### config.mk
export PLATFORM = sky130hd
export DESIGN_NAME = bin_count_chain
export DESIGN_NICKNAME = d
export VERILOG_FILES = /design/src/rtl/bin_count_chain.sv
export SDC_FILE = /design/constraint.sdc
export NUM_CORES = 1
export LEC_CHECK = 0
export BUFFER_PORTS_ARGS = -buffer_cell sky130_fd_sc_hd__buf_4
export CAP_MARGIN = 0
export CORE_AREA = 2 2 39 41
export CTS_CLUSTER_SIZE = 30
export DETAILED_ROUTE_END_ITERATION = 12
export DIE_AREA = 0 0 41 43
export HOLD_SLACK_MARGIN = 0.03
export PLACE_DENSITY = 0.66
export SETUP_SLACK_MARGIN = 0.05
export SYNTH_ARGS = -nofsm -noshare
export SYNTH_HDL_FRONTEND = slang
export SYNTH_SLANG_ARGS = --single-unit
export TNS_END_PERCENT = 10
### constraint.sdc
create_clock -name clk -period 1.7 [get_ports clk]
set_input_delay 0 -clock clk [delete_from_list [all_inputs] [get_ports clk]]
set_output_delay 0 -clock clk [all_outputs]
set_load 0.05 [all_outputs]
### src/rtl/bin_count_chain.sv
module bin_count_chain #(
  parameter int STAGES = 2,
  parameter int NIB_W  = 4,
  localparam int W = STAGES * NIB_W
) (
  input  logic         clk,
  input  logic         clr_n,
  input  logic         load_n,
  input  logic         en_p,
  input  logic         en_t,
  input  logic [W-1:0] din,
  output logic [W-1:0] q,
  output logic         tc
);

  logic [STAGES:0] carry_en;
  assign carry_en[0] = en_t;

  for (genvar g = 0; g < STAGES; g++) begin : g_stage
    logic [NIB_W-1:0] nib;
    logic             at_max;

    assign at_max        = &nib;
    assign carry_en[g+1] = carry_en[g] & at_max;
    assign q[g*NIB_W +: NIB_W] = nib;

    always_ff @(posedge clk or negedge clr_n) begin
      if (!clr_n)                   nib <= '0;
      else if (!load_n)             nib <= din[g*NIB_W +: NIB_W];
      else if (en_p && carry_en[g]) nib <= nib + 1'b1;
    end
  end

  assign tc = carry_en[STAGES];

  p_clear_zero_r1: assert property (@(posedge clk) !clr_n |-> q == '0);

  p_load_wins_r2: assert property (@(posedge clk) disable iff (!clr_n)
    !load_n |=> q == $past(din));

  p_count_step_r3: assert property (@(posedge clk) disable iff (!clr_n)
    (load_n && en_p && en_t) |=> q == $past(q) + 1'b1);

  p_hold_r4: assert property (@(posedge clk) disable iff (!clr_n)
    (load_n && !(en_p && en_t)) |=> $stable(q));

  p_tc_full_r5: assert property (@(posedge clk) disable iff (!clr_n)
    tc |-> (q == '1 && en_t));

  if (STAGES > 1) begin : g_upper_chk
    p_upper_wait_r6: assert property (@(posedge clk) disable iff (!clr_n)
      (load_n && q[NIB_W-1:0] != '1) |=> $stable(q[W-1:NIB_W]));
  end

endmodule

==> impl_results.md <==
- Final HPWL DP: 779 um
- DR DRC count: 0
- Die width: 41 um
- Antenna violations before repair: 0
- RSZ-0062 raised after global routing: false
- Hold slack: 0.0442 ns
- Clk_skew: 0.00258 ns
- Synth cell types: 19
- Reg-to-reg setup timing slack: 0.22 ns
- Clk root buf: clkbuf_4
- Top cells by area, synth: dfrtp_1, nor2_1, a31oi_1, ha_1, a21oi_1
- Synth warn: 0
- Layout area overhead: 64.5%
- Worst setup SP type: flop
- Yosys top cell by area: dfrtp_1
- CTS Buf Count: 3
- Vias in the first global route: 398
- Per-cell routed wire length: 11.0 um
- Count of final hold-check violations: 0
- DR top layer: met4
- Worst r2r src: g_stage[0].nib[0]
- Reg-to-reg critical path endpoint: g_stage[1].nib[3]
- Setup TNS: 0 ns
- PortBufs: 21
- Worst hold-check path type: in -> reg
- Most frequent cells in the layout: buf_4, nor2_1, dlygate4sd3_1
- Post-Syn Instances: 50
- Tot GR Track Use: 14.2%
- CP Data Required Time: 1.87 ns
- Final WL: 1080 um
- Status: completed
- Final nets: 98
- Seq/Total Area, Yosys: 44.7%
- Critical path class: reg -> reg
- Longest Clk Path Bufs: 2
- Crit Path Max Fanout: 9
- Max-slew headroom: 85.3%
- Core area: 0.00138 mm^2
- Vias per Instance: 4.86
- # placed instances: 85
- Crit path capture type: flop
- Min cycle time layout: 1.48 ns
- Routed wl met2: 509 um
- Final setup margin: 0.218 ns
- Final max-slew violation count: 0
- Starting Density: 32.4%
- Fmax: 0.675 GHz
- Reg clk slew, reported paths: 0.06 ns
- Cell leakage power: 0.321 nW
- Least-Margin Pin Slew: 0.220 ns
- Commonest non-fill, non-tap cell in the layout: buf_4
- Worst-case reg-to-reg path depth: 4
- Antenna fix cells: 0
- PwrDens: 834 mW/mm^2
- WL met3: 67 um
- Final setup viols: 0
- Synth top area share: 44.7%
- First drt pass iteration count: 2
- Placer Congestion: 0.700
- CTS tree: yes
- Critical path arrival: 1.65 ns
- Hold Path Sink: g_stage[0].nib[1]
- Biggest regs: g_stage.nib (8)
- Worst Hold Launch: load_n
- Die area: 0.00176 mm^2
- First-pass GRT wire length: 1660 um
- Max H-tree Level: 1
- Routed length on met1: 492 um
- Top Ports: 22
- # Max-Cap Violations: 0
- Post-CTS setup buffers: 0
- Clk sinks: 8
- #FFs+latches synth: 8
- Row cnt: 14
- Reg with most FFs: g_stage.nib
- ANT nets after route: 0
- Fin crit share: 87.2%
- Max reg flops: 8
- Clk Latency, worst-skew pair: 0.25 ns
- Syn nets: 65
- Die Ht: 43 um
- Initial DRC count: 5
- Worst hold stages: 2
- Mapped cell area: 448 um^2
- Post-place setup slack: 0.224 ns
- Layout Cells excl Fill: 98
- Via count: 476
- Maximum VDD drop: 0.389 mV
- Layout cells sized above 1: 35.4%
- Syn_area_per_cell: 8.96 um^2
- Grt total ovfl: 0
- Largest net degree at the start of global routing: 17
## metrics by stage
stage	total power [W]	utilization (%)	area (um^2)
final	0.000615	53.3	737
after global routing	0.000657	53.3	737
after CTS	0.000623	53.3	737
after detailed placement	0.000444	44.8	621
after global placement	0.000441	44.8	621
after floorplan	0.000369	-	450
## critical path: stages (launching register included)
cell	delay (ns)
dfrtp_2	0.39
ha_1	0.19
nand3_2	0.15
or4_1	0.50
a31oi_1	0.18
## layout make-up
| class | instances | area (um^2) |
|---|---|---|
| Clock buffer | 4 | 26.3 |
| Fill cell | 141 | 647 |
| Multi-Input combinational cell | 40 | 240 |
| Sequential cell | 8 | 203 |
| Tap cell | 16 | 20.0 |
| Timing Repair Buffer | 30 | 248 |
## report_power, final
| part | switching [W] | internal (W) |
|---|---|---|
| Combinational | 0.000130 | 0.0000862 |
| Clock | 0.0000685 | 0.0000901 |
| Sequential | 0.0000281 | 0.000212 |
| Total | 0.000227 | 0.000388 |
## how the worst max path moves through the flow
stage                     depth (start not counted)  slack [ns]           endpoint         startpoint
after floorplan                                   3        0.03                 tc  g_stage[1].nib[0]
after global placement                            4        0.28  g_stage[1].nib[3]  g_stage[0].nib[0]
after detailed placement                          4        0.22  g_stage[1].nib[3]  g_stage[0].nib[0]
after CTS                                         4        0.20  g_stage[1].nib[3]  g_stage[0].nib[0]
after global routing                              4        0.12  g_stage[1].nib[3]  g_stage[0].nib[0]
final                                             4        0.22  g_stage[1].nib[3]  g_stage[0].nib[0]
## cell usage after synthesis, drive strengths merged
cell	number
o21ai	4
a31oi	4
o31ai	1
nand4	1
or4	1
nor2	9
ha	2
a21oi	4
or3	3
xor2	2
o21a	1
nand2	2
mux2i	1
clkbuf	2
nand3	5
dfrtp	8
## layer usage
metal | vias up | GRT usage [%]
met5 | - | 0
met4 | 0 | 8.00
met3 | 2 | 4.71
met2 | 14 | 20.9
met1 | 211 | 17.4
li1 | 249 | -
## what timing repair did
action | 4_1_cts | 5_1_grt
endpoints found under the hold margin | 16 | 0
hold buffers | 9 | 0
gates resized for setup | 0 | 0
## logic make-up (layout without fill, tap and decap cells)
family          count (synthesis)  in the layout  share of synthesized area [%]
simple gates                   21             21                           24.0
compound gates                 14             14                           17.9
flops                           8              8                           44.7
fa+ha+maj                       2              2                           5.59
xor+xnor                        2              2                           3.91
buf+inv                         2             34                           1.68
mux                             1              1                           2.23
No activity file was read; power rests on OpenSTA's default activity.
